<file path="config.mk">
export PLATFORM = sky130hd
export DESIGN_NAME = can_mode_seq
export DESIGN_NICKNAME = d
export VERILOG_FILES = /design/src/rtl/can_mode_pkg.sv /design/src/rtl/cms_pd_req_reg.sv /design/src/rtl/cms_wake_flag.sv /design/src/rtl/cms_idle_counter.sv /design/src/rtl/cms_mode_fsm.sv /design/src/rtl/can_mode_seq.sv
export SDC_FILE = /design/constraint.sdc
export NUM_CORES = 1
export LEC_CHECK = 0
export BUFFER_PORTS_ARGS = -buffer_cell sky130_fd_sc_hd__buf_2
export CAP_MARGIN = 30
export CORE_AREA = 2 2 39 41
export CTS_CLUSTER_SIZE = 24
export DETAILED_ROUTE_END_ITERATION = 12
export DIE_AREA = 0 0 41 43
export PLACE_DENSITY_LB_ADDON = 0.25
export SKIP_LAST_GASP = 1
export SYNTH_ARGS = -nofsm -noshare
export SYNTH_HDL_FRONTEND = slang
export SYNTH_HIERARCHICAL = 1
export SYNTH_SLANG_ARGS = --single-unit
</file>
<file path="constraint.sdc">
create_clock -name clk -period 2.4 [get_ports clk]
set_input_delay 0.6 -clock clk [delete_from_list [all_inputs] [get_ports clk]]
set_output_delay 0.6 -clock clk [all_outputs]
set_load 0.05 [all_outputs]
</file>
<file path="src/rtl/can_mode_pkg.sv">
package can_mode_pkg;
    typedef enum logic [2:0] {
        ST_CONFIG = 3'd0,
        ST_ACTIVE = 3'd1,
        ST_DRAIN  = 3'd2,
        ST_SLEEP  = 3'd3,
        ST_RESYNC = 3'd4
    } mode_e;
endpackage

</file>
<file path="src/rtl/cms_pd_req_reg.sv">
module cms_pd_req_reg (
    input  logic clk,
    input  logic rst_n,
    input  logic set_i,
    input  logic clr_i,
    input  logic auto_clr_i,
    output logic req_o
);
    logic req_q;

    always_ff @(posedge clk or negedge rst_n) begin
        if (!rst_n)          req_q <= 1'b0;
        else if (auto_clr_i) req_q <= 1'b0;
        else if (set_i)      req_q <= 1'b1;
        else if (clr_i)      req_q <= 1'b0;
    end

    assign req_o = req_q;

    assert_auto_clear_R7: assert property (@(posedge clk) disable iff (!rst_n)
        auto_clr_i |=> !req_q);
endmodule

</file>
<file path="src/rtl/cms_wake_flag.sv">
module cms_wake_flag (
    input  logic clk,
    input  logic rst_n,
    input  logic sleeping_i,
    input  logic rx_i,
    input  logic clr_i,
    output logic flag_o
);
    logic flag_q;

    always_ff @(posedge clk or negedge rst_n) begin
        if (!rst_n)                  flag_q <= 1'b0;
        else if (sleeping_i && !rx_i) flag_q <= 1'b1;
        else if (clr_i)              flag_q <= 1'b0;
    end

    assign flag_o = flag_q;

    assert_wake_set_R6: assert property (@(posedge clk) disable iff (!rst_n)
        (sleeping_i && !rx_i) |=> flag_q);
    assert_wake_sticky_R6: assert property (@(posedge clk) disable iff (!rst_n)
        (flag_q && !clr_i) |=> flag_q);
    assert_no_wake_awake_R10: assert property (@(posedge clk) disable iff (!rst_n)
        (!flag_q && !sleeping_i) |=> !flag_q);
endmodule

</file>
<file path="src/rtl/cms_idle_counter.sv">
module cms_idle_counter #(
    parameter int IDLE_BITS = 11
) (
    input  logic clk,
    input  logic rst_n,
    input  logic clear_i,
    input  logic stb_i,
    input  logic rx_i,
    output logic done_o
);
    localparam int CW = $clog2(IDLE_BITS + 1);
    localparam logic [CW-1:0] LIMIT = CW'(IDLE_BITS);

    logic [CW-1:0] cnt_q;

    always_ff @(posedge clk or negedge rst_n) begin
        if (!rst_n)            cnt_q <= '0;
        else if (clear_i)      cnt_q <= '0;
        else if (stb_i) begin
            if (!rx_i)             cnt_q <= '0;
            else if (cnt_q != LIMIT) cnt_q <= cnt_q + 1'b1;
        end
    end

    assign done_o = (cnt_q == LIMIT);

    assert_count_bound_R9: assert property (@(posedge clk) disable iff (!rst_n)
        cnt_q <= LIMIT);
    assert_dominant_restart_R9: assert property (@(posedge clk) disable iff (!rst_n)
        (stb_i && !rx_i) |=> (cnt_q == '0));
endmodule

</file>
<file path="src/rtl/cms_mode_fsm.sv">
module cms_mode_fsm
    import can_mode_pkg::*;
(
    input  logic       clk,
    input  logic       rst_n,
    input  logic       cfg_req_i,
    input  logic       pd_req_i,
    input  logic       wake_auto_i,
    input  logic       rx_i,
    input  logic       tx_busy_i,
    input  logic       tx_end_i,
    input  logic       idle_done_i,
    output logic       cfg_ack_o,
    output logic       pd_ack_o,
    output logic       sleeping_o,
    output logic       resync_o,
    output logic       auto_wake_o,
    output logic [2:0] mode_o
);
    mode_e state_q, state_n;

    always_comb begin
        state_n = state_q;
        unique case (state_q)
            ST_CONFIG: begin
                if (pd_req_i)        state_n = ST_SLEEP;
                else if (!cfg_req_i) state_n = ST_ACTIVE;
            end
            ST_ACTIVE: begin
                if (cfg_req_i)       state_n = ST_CONFIG;
                else if (pd_req_i)   state_n = tx_busy_i ? ST_DRAIN : ST_SLEEP;
            end
            ST_DRAIN: begin
                if (!pd_req_i)       state_n = ST_ACTIVE;
                else if (tx_end_i)   state_n = ST_SLEEP;
            end
            ST_SLEEP: begin
                if (wake_auto_i && !rx_i) state_n = ST_RESYNC;
                else if (!pd_req_i)       state_n = ST_RESYNC;
            end
            ST_RESYNC: begin
                if (cfg_req_i)        state_n = ST_CONFIG;
                else if (pd_req_i)    state_n = ST_SLEEP;
                else if (idle_done_i) state_n = ST_ACTIVE;
            end
            default:                  state_n = ST_CONFIG;
        endcase
    end

    always_ff @(posedge clk or negedge rst_n) begin
        if (!rst_n) state_q <= ST_CONFIG;
        else        state_q <= state_n;
    end

    always_comb begin
        cfg_ack_o   = (state_q == ST_CONFIG);
        pd_ack_o    = (state_q == ST_SLEEP);
        sleeping_o  = (state_q == ST_SLEEP);
        resync_o    = (state_q == ST_RESYNC);
        auto_wake_o = (state_q == ST_SLEEP) && wake_auto_i && !rx_i;
        mode_o      = state_q;
    end

    assert_ack_waits_frame_R4: assert property (@(posedge clk) disable iff (!rst_n)
        $rose(pd_ack_o) |-> ($past(tx_end_i) || !$past(tx_busy_i) ||
                             ($past(state_q) == ST_CONFIG) || ($past(state_q) == ST_RESYNC)));
    assert_resync_exit_R9: assert property (@(posedge clk) disable iff (!rst_n)
        ($past(state_q) == ST_RESYNC && state_q == ST_ACTIVE) |-> $past(idle_done_i));
    assert_cfg_pd_fast_R5: assert property (@(posedge clk) disable iff (!rst_n)
        (state_q == ST_CONFIG && pd_req_i) |=> pd_ack_o);
    assert_drain_cancel_R11: assert property (@(posedge clk) disable iff (!rst_n)
        (state_q == ST_DRAIN && !pd_req_i) |=> (state_q == ST_ACTIVE));
endmodule

</file>
<file path="src/rtl/can_mode_seq.sv">
module can_mode_seq #(
    parameter int IDLE_BITS = 11
) (
    input  logic       clk,
    input  logic       rst_n,
    input  logic       cfg_req_i,
    input  logic       pd_set_i,
    input  logic       pd_clr_i,
    input  logic       wake_auto_i,
    input  logic       wake_clr_i,
    input  logic       rx_i,
    input  logic       bit_stb_i,
    input  logic       tx_busy_i,
    input  logic       tx_ok_i,
    input  logic       tx_lost_i,
    input  logic       tx_err_i,
    output logic       cfg_ack_o,
    output logic       pd_req_o,
    output logic       pd_ack_o,
    output logic       clk_gate_o,
    output logic       wake_flag_o,
    output logic [2:0] mode_o
);
    logic pd_req, auto_wake, sleeping, resync, idle_done, tx_end;

    assign tx_end = tx_ok_i | tx_lost_i | tx_err_i;

    cms_pd_req_reg u_pd_req (
        .clk        (clk),
        .rst_n      (rst_n),
        .set_i      (pd_set_i),
        .clr_i      (pd_clr_i),
        .auto_clr_i (auto_wake),
        .req_o      (pd_req)
    );

    cms_wake_flag u_wake (
        .clk        (clk),
        .rst_n      (rst_n),
        .sleeping_i (sleeping),
        .rx_i       (rx_i),
        .clr_i      (wake_clr_i),
        .flag_o     (wake_flag_o)
    );

    cms_idle_counter #(.IDLE_BITS(IDLE_BITS)) u_idle (
        .clk     (clk),
        .rst_n   (rst_n),
        .clear_i (!resync),
        .stb_i   (bit_stb_i),
        .rx_i    (rx_i),
        .done_o  (idle_done)
    );

    cms_mode_fsm u_fsm (
        .clk         (clk),
        .rst_n       (rst_n),
        .cfg_req_i   (cfg_req_i),
        .pd_req_i    (pd_req),
        .wake_auto_i (wake_auto_i),
        .rx_i        (rx_i),
        .tx_busy_i   (tx_busy_i),
        .tx_end_i    (tx_end),
        .idle_done_i (idle_done),
        .cfg_ack_o   (cfg_ack_o),
        .pd_ack_o    (pd_ack_o),
        .sleeping_o  (sleeping),
        .resync_o    (resync),
        .auto_wake_o (auto_wake),
        .mode_o      (mode_o)
    );

    assign pd_req_o   = pd_req;
    assign clk_gate_o = pd_ack_o;

    assert_gate_only_asleep_R3: assert property (@(posedge clk) disable iff (!rst_n)
        clk_gate_o |-> (pd_req_o || $past(pd_req_o)));
endmodule

</file>
# Word-level counts from Yosys, hierarchy flattened
# Cells that the tools add are included.
# word_totals
ff_bits	9
input_bits	13
output_inout_bits	8
# op_classes
n_addsub	1
eq_ne	13
n_mux	22
n_bitwise	2
n_reduce_logical	10
# ops
operator	count
two-way mux 3 bit	11
two-way mux 4 bit	4
one-hot mux 3 bit (5 select lines)	1
!= test 3 x 2 -> 1 bit, second input constant	3
equality test 3 x 2 -> 1 bit, second input constant	2
two-way mux 1 bit	6
!= test 3 bit, second input constant	2
AND reduction 5 bit	1
adder 4 x 1 -> 4 bit, second input constant	1
equality test 4 bit, second input constant	1
logical AND 1 bit	4
!= test 4 x 2 -> 1 bit, second input constant	1
!= test 4 bit, second input constant	1
equality test 3 x 1 -> 1 bit, second input constant	1
equality test 3 bit, second input constant	1
logical NOT 3 bit	1
nonzero test 3 bit	1
!= test 2 bit, second input constant	1
bitwise OR 1 bit	2
AND reduction 2 bit	1
nonzero test 2 bit	1
logical NOT 1 bit	1

# Logic depth before layout (Yosys ltp)
# Gate-level depths: netlist of the first run.
# depth
ltp_word	5
depth_mapped	7
ltp_nobuf	6

# By module
# The synthesis of the first run kept the hierarchy.
# modules_own_cells
mod	instances	cells_each	area_each_um2	seq_area_each_um2
cms_mode_fsm	1	27	246.5	75.1
cms_idle_counter	1	26	245.2	100.1
cms_wake_flag	1	4	45.0	25.0
cms_pd_req_reg	1	4	43.8	25.0
can_mode_seq	1	3	17.5	0.0

# Worst setup path after synthesis of the first run
# OpenSTA, ideal clock, no wires.
# synth_timing
kind	register -> output
from	reg u_fsm.state_q[0], in the netlist u_fsm/mode_o[0]
to	out cfg_ack_o
arrival_ns	1.901
t_required_ns	1.800
path_slack_ns	-0.101
stages_incl_launch_ff	3
path_cell_list	dfrtp_1 buf_2 nor3_1
# synth_between
elab_chain_len	1
# synth_rtl
element	line	text
from (decl)	cms_mode_fsm.sv:20	mode_e state_q, state_n;
from (signal assigned)	cms_mode_fsm.sv:52	else state_q <= state_n;
logical NOT 3 bit	cms_mode_fsm.sv:56	cfg_ack_o = (state_q == ST_CONFIG);
to (decl)	can_mode_seq.sv:17	output logic cfg_ack_o,
# No other way between the ends.

# Worst setup path in the final report of the first run
# layout_timing
from	reg u_fsm.state_q[1], in the netlist u_fsm/mode_o[1]
to	out pd_ack_o
# layout_between
elab_chain_len	1
# layout_rtl
element	line	text
equality test 3 x 2 -> 1 bit	cms_mode_fsm.sv:57	pd_ack_o = (state_q == ST_SLEEP);
to (decl)	can_mode_seq.sv:19	output logic pd_ack_o,
# No other way between the ends.

==> run metrics, run 1 <==
fmax 0.4796 GHz; Setup Crit Path Kind reg2out; final worst slack 315.1 ps; area leader, netlist dfrtp_1; run status completed; Req. time, crit path 1800 ps; clk slew on worst S/H paths 60 ps; die height 43 um; Avg Cell Area, Syn 9.345 um2; antenna diode count 0; GRT Overall Usage 17.04%; asr flop ratio synth 100.0%; Placer Congestion 0.7227; synth unique cells 35; footprint of the multi-input gates 337.8 um2; I/O pin count 21; H-tree levels 1; largest cells by area after synthesis dfrtp_1 (38%), nand2b_1 (5.2%), nand3_1 (3.3%); cts hold-fix bufs 0; pre-CTS setup slack 563.0 ps; Via Count 551; Yosys Warn Count 6; area grow syn2layout 21.13%; clk_skew 4.703 ps; synthesized flop and latch total 9; fillers 139; Nets 99; Final Hold Fails 0; Primary FF master, synth dfrtp_1; CP arrival 1480 ps; share of layout cells above drive strength 1 33.33%; Port Buf Inserts 20; critical path fanouts, max 9; Synth top area share 37.66%; final worst path period need 2085 ps; Mapped Cells 64; first-pass iteration count of the detailed router 4; setup violators final 0; DR DRC count 0; register area share after synthesis 37.66%; Max-cap violations 0; RSZ-0062 raised after global routing false; vias in the first global route 481; post-route ant nets 0; Clk Latency, worst-skew pair 260 ps; Vias/cell 5.510; Tcrit/Tclk final 86.87%; Net Count, Synth 78; routed wire length 1253 um; Bufs on Longest Clock Path 2; Final TNS setup 0 ps; global route overflow 0; TritonCTS Buffers 3; dpl cells 96; root buffer cell clkbuf_4; core area 1384 um2; largest net degree at the start of global routing 13; initial antenna violation count 0; post-DP HPWL 939.2 um; CTS Sinks 9; EDFF count, synth 0; CTS tree done; measured slew at the worst slew-check pin 353.7 ps; postcts setup bufs 0; routed len/inst 12.53 um; fin cells 100; Iteration-0 DRC Markers 3; Core Rows 14; first-pass GRT wire length 2021 um; Util after Layout 52.35%; power per standard cell area 1130 nW/um2; Hold Crit Class in2async; Syn Std Cell Area 598.1 um2; Die X 41 um; Setup crit start kind flop; Register Area 225.2 um2; LEAKAGE 0.3231 nW; Initial Util 43.22%; Slew Limit Headroom 76.42%; Peak VDD IR 0.0004095 V; Gates resized, CTS repair 0; die area 1763 um2; CP endpoint kind output pin; Slew Viols, Final 0
[metrics by stage]
stage / power [mW] / cell area (um2) / hold WS [ps]
2_1_floorplan: 0.6301 / 603.1 / 304.4
3_3_place_gp: 0.7043 / 698.2 / 469.1
3_5_place_dp: 0.7075 / 698.2 / 466.0
4_1_cts: 0.8267 / 724.4 / 183.5
5_1_grt: 0.8728 / 724.4 / 189.9
6_report: 0.8184 / 724.4 / 180.6
[sequential cells by signal, indices dropped and copies added (netlist names)]
name and cells:
u_wake/flag_o 1, u_pd_req/req_o 1, u_idle/cnt_q 4, u_fsm/mode_o 3
[routing by layer]
metal | GRT usage [%] | share of wire (%) | vias up
met5 | 0 | 0 | -
met3 | 3.141 | 5.3 | 2
li1 | - | - | 275
met4 | 10.00 | 0.96 | 0
met2 | 24.38 | 47 | 16
met1 | 22.92 | 46 | 258
[cells by family (layout without fill, tap and decap cells)]
group / Yosys count / count (layout) / share of synthesized area (%)
and+or+nand+nor: 29 / 29 / 31.18
adders and majority gates: 1 / 1 / 2.092
muxes: 1 / 1 / 1.883
DFF: 9 / 9 / 37.66
xor gates and xnor gates: 1 / 1 / 1.465
buffers and inverters: 8 / 28 / 6.693
AOI/OAI and AO/OA: 15 / 15 / 19.04
[worst paths after layout]
path	start	to	slack [ps]	cells after the start
max	u_fsm/mode_o[1]$_DFFE_PN0P_	pd_ack_o	320	3
min	rst_n	u_idle/cnt_q[1]$_DFFE_PN0P_	180	1
max reg2reg	u_idle/cnt_q[0]$_DFFE_PN0P_	u_fsm/mode_o[0]$_DFFE_PN0P_	670	6
min reg2reg	u_wake/flag_o$_DFFE_PN0P_	u_wake/flag_o$_DFFE_PN0P_	530	2
max in group asynchronous	rst_n	u_fsm/mode_o[0]$_DFFE_PN0P_	2040	1
min in group clk	wake_clr_i	u_wake/flag_o$_DFFE_PN0P_	510	2
[synthesized netlist by cell type, types with 2 or more instances]
master / n
dfrtp_1: 9
nand2b_1: 5
inv_1: 4
nand3_1: 4
a31oi_1: 3
nor2b_1: 3
or3_1: 3
a21oi_1: 2
and3b_1: 2
buf_2: 2
buf_4: 2
nand2_1: 2
[report_power, final]
group,switching (mW),internal (mW),total (mW)
registers,0.0652,0.186,0.251
logic,0.314,0.136,0.450
clock network,0.0533,0.0641,0.117
[worst max-delay path, cell delays in order (launching register included)]
cell	delay, ps
dfrtp_1	480
nor2b_1	230
and2_1	230
buf_2	290
[placed cells by master (no fill, tap or decap), types with 2 or more instances in the layout]
cell type and count:
nand2b_1 5, a31oi_1 3, nand3_1 4, buf_2 20, or3_1 3, nor2b_1 3
inv_1 4, nand2_1 2, a21oi_1 2, and3b_1 2, dfrtp_1 9, clkbuf_4 3
[cell type report]
type / instances / area share (%)
tap: 16 / 2.763
sequential: 9 / 31.09
inverter: 4 / 2.073
multi-input combinational: 47 / 46.63
timing repair buffer: 20 / 13.82
clock buffer: 4 / 3.627
Note: power is estimated with default switching activity, not from simulation.
==> run 2: changes to the inputs <==
ABC_AREA = 1   (was not set)
CORE_AREA = not set   (was 2 2 39 41)
CORE_UTILIZATION = 48   (was not set)
CTS_CLUSTER_SIZE = not set   (was 24)
DIE_AREA = not set   (was 0 0 41 43)
==> run metrics, run 2 <==
CP arrival 1360 ps (-120 ps); synth cell count leaders nand2_1 (32), inv_1 (19), dfrtp_1 (9), nor2_1 (9), nand3_1 (8); Largest register FFs 4 (unchanged); RSZ-0062 raised after global routing false; Mapped Cells 101 (+58%); Slew Limit Headroom 81.18% (+4.8 points); Die X 39.10 um (-4.6%); Initial Util 51.41% (+8.2 points); final worst slack 442.2 ps (+127.1 ps); most frequent cells in the layout nand2_1 (32), buf_2 (20), inv_1 (19); die area 1529 um2 (-13%); LEAKAGE 0.4371 nW (+35%); Biggest register u_idle/cnt_q; max incr delay on CP 430 ps (-50 ps); clk_skew 0.5830 ps (-4.120 ps); GRT Overall Usage 19.11% (+2.1 points); Bufs on Longest Clock Path 2 (unchanged); clk slew on worst S/H paths 70 ps (about the same); Peak VDD IR 0.0007418 V (+81%); CP endpoint kind output pin; Hold Crit Class in2async; Core Rows 13 (-1); share of layout cells above drive strength 1 28.46% (-4.9 points); Placer Congestion 0.7328 (+1.4%); antenna diode count 0 (unchanged); pre-CTS setup slack 739.4 ps (+176.4 ps); Avg Cell Area, Syn 6.541 um2 (-30%); power per standard cell area 1153 nW/um2 (+2.0%); DR DRC count 0 (unchanged); die height 39.10 um (-9.1%); synthesized flop and latch total 9 (unchanged); fmax 0.5108 GHz (+6.5%); r2r setup slk 930 ps (+260 ps); I/O pin count 21 (unchanged); Final TNS setup 0 ps (unchanged); Net Count, Synth 115 (+47%); fin cells 138 (+38%); root buffer cell clkbuf_4; Primary FF master, synth dfrtp_1; global route overflow 0 (unchanged); final worst path period need 1958 ps (-127.1 ps); Slew Viols, Final 0 (unchanged); routed len/inst 9.732 um (-22%); Synth top area share 34.09% (-3.6 points); core area 1285 um2 (-7.1%); vias in the first global route 472 (-1.9%); first-pass iteration count of the detailed router 4 (unchanged); H-tree levels 1 (unchanged); most common cell in the netlist nand2_1; Vias/cell 4.739 (-14%); synth unique cells 19 (-46%); Gates resized, CTS repair 0 (unchanged); EDFF count, synth 0 (unchanged); largest net degree at the start of global routing 10 (-3); Final Hold Fails 0 (unchanged); post-route ant nets 0 (unchanged); register area share after synthesis 34.09% (-3.6 points); Max-cap violations 0 (unchanged); run status completed; Tcrit/Tclk final 81.58% (-5.3 points); postcts setup bufs 0 (unchanged); largest cells by area after synthesis dfrtp_1 (34%), nand2_1 (18%), inv_1 (11%); worst-path cell chain inv_1 > nand2_1 > nor2_4 > buf_2; post-DP HPWL 1068 um (+14%); CTS Sinks 9 (unchanged); Setup crit start kind flop; most common cell after layout, fill and taps aside nand2_1; routed wire length 1343 um (+7.2%); slowest CP cell dfrtp_1; TritonCTS Buffers 3 (unchanged); Req. time, crit path 1800 ps (about the same); first-pass GRT wire length 1980 um (-2.0%); Setup Crit Path Kind reg2out; area grow syn2layout 19.70%; dpl cells 134 (+40%); setup violators final 0 (unchanged); critical path fanouts, max 6 (-3); initial antenna violation count 0 (unchanged); Port Buf Inserts 20 (unchanged); Syn Std Cell Area 660.6 um2 (+10%); Nets 138 (+39%); Clk Latency, worst-skew pair 260 ps (about the same); asr flop ratio synth 100.0% (unchanged); CTS tree done; cts hold-fix bufs 0 (unchanged); measured slew at the worst slew-check pin 282.3 ps (-71.42 ps); area leader, netlist dfrtp_1; Yosys Warn Count 6 (unchanged); Via Count 654 (+19%); Iteration-0 DRC Markers 15 (+12)
[run 2: cell count changes in the layout (fill, tap and decap cells not counted), sizes merged, moves of 3 or more]
| cell | delta |
|---|---|
| a31oi | -3 |
| inv | +16 |
| nand2 | +33 |
| nand2b | -5 |
| nand3 | +6 |
| nor2 | +12 |
| nor2b | -3 |
| or3 | -3 |
[run 2: report_power, final]
group / switching [mW] / leakage (nW) / total [mW] / internal [mW]
Combinational: 0.407 / 0.304 / 0.540 / 0.133
Clock: 0.0605 / 0.0150 / 0.125 / 0.0643
Sequential: 0.0578 / 0.118 / 0.247 / 0.189
Total: 0.526 / 0.437 / 0.912 / 0.386
[run 2: stage by stage]
stage	hold WS (ps)	utilization, %	power, mW	area (um2)
2_1_floorplan	304.4	-	0.6870	660.6
3_3_place_gp	459.5	59.49	0.7768	764.5
3_5_place_dp	461.4	59.49	0.7864	764.5
4_1_cts	176.8	61.54	0.9133	790.8
5_1_grt	183.9	61.54	0.9726	790.8
6_report	175.9	61.54	0.9116	790.8
[run 2: cell type report]
cell class                 instances  area (um2)
fill                             133       494.2
multi-input combinational         70       345.3
sequential                         9       225.2
timing repair buffer              20       100.1
inverter                          20       75.07
clock buffer                       4       26.28
tap                               15       18.77
[run 2: worst paths after layout]
path / startpoint / endpoint / cells after the start
hold / removal: rst_n / u_idle/cnt_q[2]$_DFFE_PN0P_ / 1
hold reg to reg: u_wake/flag_o$_DFFE_PN0P_ / u_wake/flag_o$_DFFE_PN0P_ / 2
setup reg to reg: u_fsm/mode_o[1]$_DFFE_PN0P_ / u_idle/cnt_q[1]$_DFFE_PN0P_ / 6
min in group clk: u_wake/flag_o$_DFFE_PN0P_ / u_wake/flag_o$_DFFE_PN0P_ / 2
setup / recovery: u_fsm/mode_o[2]$_DFFE_PN0P_ / pd_ack_o / 4
max in group asynchronous: rst_n / u_wake/flag_o$_DFFE_PN0P_ / 1
[run 2: kinds of logic after synthesis]
kind of cell / synth area share [%]
AND/OR/NAND/NOR: 44.89
buffers and inverters: 13.64
flip-flops: 34.09
AO/OA/AOI/OAI: 5.493
adder cells (fa/ha/maj): 1.894
[run 2: layer usage]
metal	vias to the layer above	track usage, %	wire length, um	part of all wire, %
met5	-	0	0	0
met2	18	29.58	577	43
li1	352	-	-	-
met1	282	25.44	689	51
met4	0	7.759	4	0.30
met3	2	4.046	72	5.4
[run 2: critical path, delay by kind of cell (launching register included)]
kind	cells	cell delay, ps
flops	1	430
buf+inv	2	400
simple gates	2	270
==> run 3: changes to the inputs <==
ABC_AREA = 0   (was 1)
CORE_UTILIZATION = 42   (was 48)
clock period = 1.8 ns   (was 2.4 ns; I/O delays follow)
==> run metrics, run 3 (synthesized netlist as in run 1, its figures left out) <==
combinational share of power 57.1% (-2.2 points); CP endpoint kind output pin; met3 WL 51 um (-29%); fillers 125 (-6.0%); wl on met1 580 um (-16%); run status completed; CP arrival 1280 ps (-80 ps); CTS Sinks 9 (unchanged); critical path fanouts, max 9 (+3); Slew Viols, Final 0 (unchanged); first-pass iteration count of the detailed router 4 (unchanged); Seq pwr share 29.7% (+2.7 points); Setup crit start kind flop; Setup Crit Path Kind reg2out; post-route ant nets 0 (unchanged); r2r setup slk 130 ps (-800 ps); Final TNS setup 0 ps (unchanged); antenna diode count 0 (unchanged); Die X 39.74 um (+1.6%); Clock power frac 13.3% (-0.4 points); Final Cell Area 752.0 um2 (-4.9%); final worst path period need 1731 ps; root buffer cell clkbuf_4; routed wire length 1194 um (-11%); TritonCTS Buffers 3 (unchanged); cts hold-fix bufs 0 (unchanged); worst setup path endpoint pd_ack_o; H-tree levels 1 (unchanged); Peak VDD IR 0.0007484 V (+0.88%); worst reg2reg path depth 6 (unchanged); most frequent cells in the layout buf_2 (18), dfrtp_1 (7), nand2b_1 (5); Final Hold Fails 0 (unchanged); Placed Area 716.9 um2 (-6.2%); global route overflow 0 (unchanged); setup violators final 0 (unchanged); fmax 0.5777 GHz; Clk Latency, worst-skew pair 260 ps (about the same); power per standard cell area 1507 nW/um2 (+31%); first-pass GRT wire length 1745 um (-12%); routed len/inst 11.82 um (+21%); DR DRC count 0 (unchanged); met2 WL post-DR 563 um (-2.4%); core area 1318 um2 (+2.5%); CTS tree done; Iteration-0 DRC Markers 10 (-5); Largest register FFs 4 (unchanged); Biggest register u_idle/cnt_q; critical path launch point u_fsm/mode_o[1]$_DFFE_PN0P_; Tcrit/Tclk final 96.16%; Hold Crit Class in2async; Net Switching 0.5849 mW (+11%); Core Rows 13 (unchanged); Nets 101 (-27%); reg2reg start u_idle/cnt_q[1]$_DFFE_PN0P_; die area 1579 um2 (+3.3%); measured slew at the worst slew-check pin 358.0 ps (+75.74 ps); GRT Overall Usage 17.44% (-1.7 points); largest net degree at the start of global routing 13 (+3); Vias/cell 5.317 (+12%); Placer Congestion 0.8145 (+11%); I/O pin count 21 (unchanged); area grow syn2layout 25.73%; Initial Util 45.39% (-6.0 points); share of layout cells above drive strength 1 40.70% (+12 points); Bufs on Longest Clock Path 2 (unchanged); LEAKAGE 0.3370 nW (-23%); postcts setup bufs 0 (unchanged); reg-to-reg endpoint u_fsm/mode_o[0]$_DFFE_PN0P_; clk_skew 2.987 ps (+2.404 ps); Via Count 537 (-18%); initial antenna violation count 0 (unchanged); most common cell after layout, fill and taps aside buf_2; post-DP HPWL 927.5 um (-13%); clk slew on worst S/H paths 60 ps (about the same); die height 39.74 um (+1.6%); RSZ-0062 raised after global routing false; cell-internal power 0.5481 mW (+42%); hold slack 30.94 ps (-144.9 ps); Max-cap violations 0 (unchanged); Port Buf Inserts 20 (unchanged); Req. time, crit path 1350 ps (-450 ps); vias in the first global route 420 (-11%); Slew Limit Headroom 76.08% (-5.1 points); Net Sw Frac 51.62% (-6.1 points); highest metal used met3
run 3: cell types whose count changed in the layout (fill, tap and decap cells not counted), moves of 3 or more:
cell,change
nand2_1,-30
inv_1,-15
nor2_1,-8
nand2b_1,+5
buf_4,+4
nand3_1,-4
a31oi_1,+3
nand2_2,-3
nor2_2,-3
or3_1,+3
run 3: per-layer routing:
| metal | track usage, % | vias up |
|---|---|---|
| li1 | - | 279 |
| met1 | 22.30 | 245 |
| met2 | 25.41 | 13 |
| met3 | 8.523 | 0 |
| met4 | 5.172 | 0 |
| met5 | 0 | - |
run 3: per-stage QoR:
stage | power, mW | setup slack, ps | util, % | instances
2_1_floorplan | 0.8568 | -23.48 | - | 64
3_3_place_gp | 0.9624 | 128.5 | 54.42 | 97
3_5_place_dp | 0.9680 | 131.0 | 54.42 | 97
4_1_cts | 1.136 | 18.17 | 56.89 | 101
5_1_grt | 1.204 | 6.479 | 57.07 | 101
6_report | 1.133 | 69.08 | 57.07 | 101
run 3: how the worst min path moves through the flow:
stage,depth (start not counted),end,start
after floorplan,0,u_fsm/mode_o[0]$_DFFE_PN0P_,rst_n
after global placement,1,u_idle/cnt_q[3]$_DFFE_PN0P_,rst_n
after detailed placement,1,u_idle/cnt_q[3]$_DFFE_PN0P_,rst_n
after CTS,1,u_idle/cnt_q[2]$_DFFE_PN0P_,rst_n
after global routing,1,u_idle/cnt_q[2]$_DFFE_PN0P_,rst_n
final,1,u_wake/flag_o$_DFFE_PN0P_,rst_n
run 3: layout make-up:
class	count	area, um2	area share [%]
clock inverters	1	5.005	0.6656
flip-flops and latches	9	227.7	30.28
clock buffers	3	22.52	2.995
multi-input cells	47	342.8	45.59
repair buffers	22	120.1	15.97
well taps	15	18.77	2.496
inverters	4	15.01	1.997
run 3: worst max-delay path: stages, from the launching register on:
cell and delay [ps]:
dfrtp_2 440, nor2b_2 200, and2_4 180, buf_4 200
run 3: what timing repair did:
item,4_1_cts,5_1_grt
setup endpoints to repair,2,2
resized for setup,2,1
gates cloned,0,0
run 3: power groups by stage:
stage          clock (mW)  combinational [mW]  sequential, mW
3_5_place_dp            0               0.630           0.338
3_3_place_gp            0               0.624           0.338
2_1_floorplan           0               0.391           0.465
4_1_cts             0.155               0.646           0.335
5_1_grt             0.169               0.686           0.349
6_report            0.150               0.647           0.336
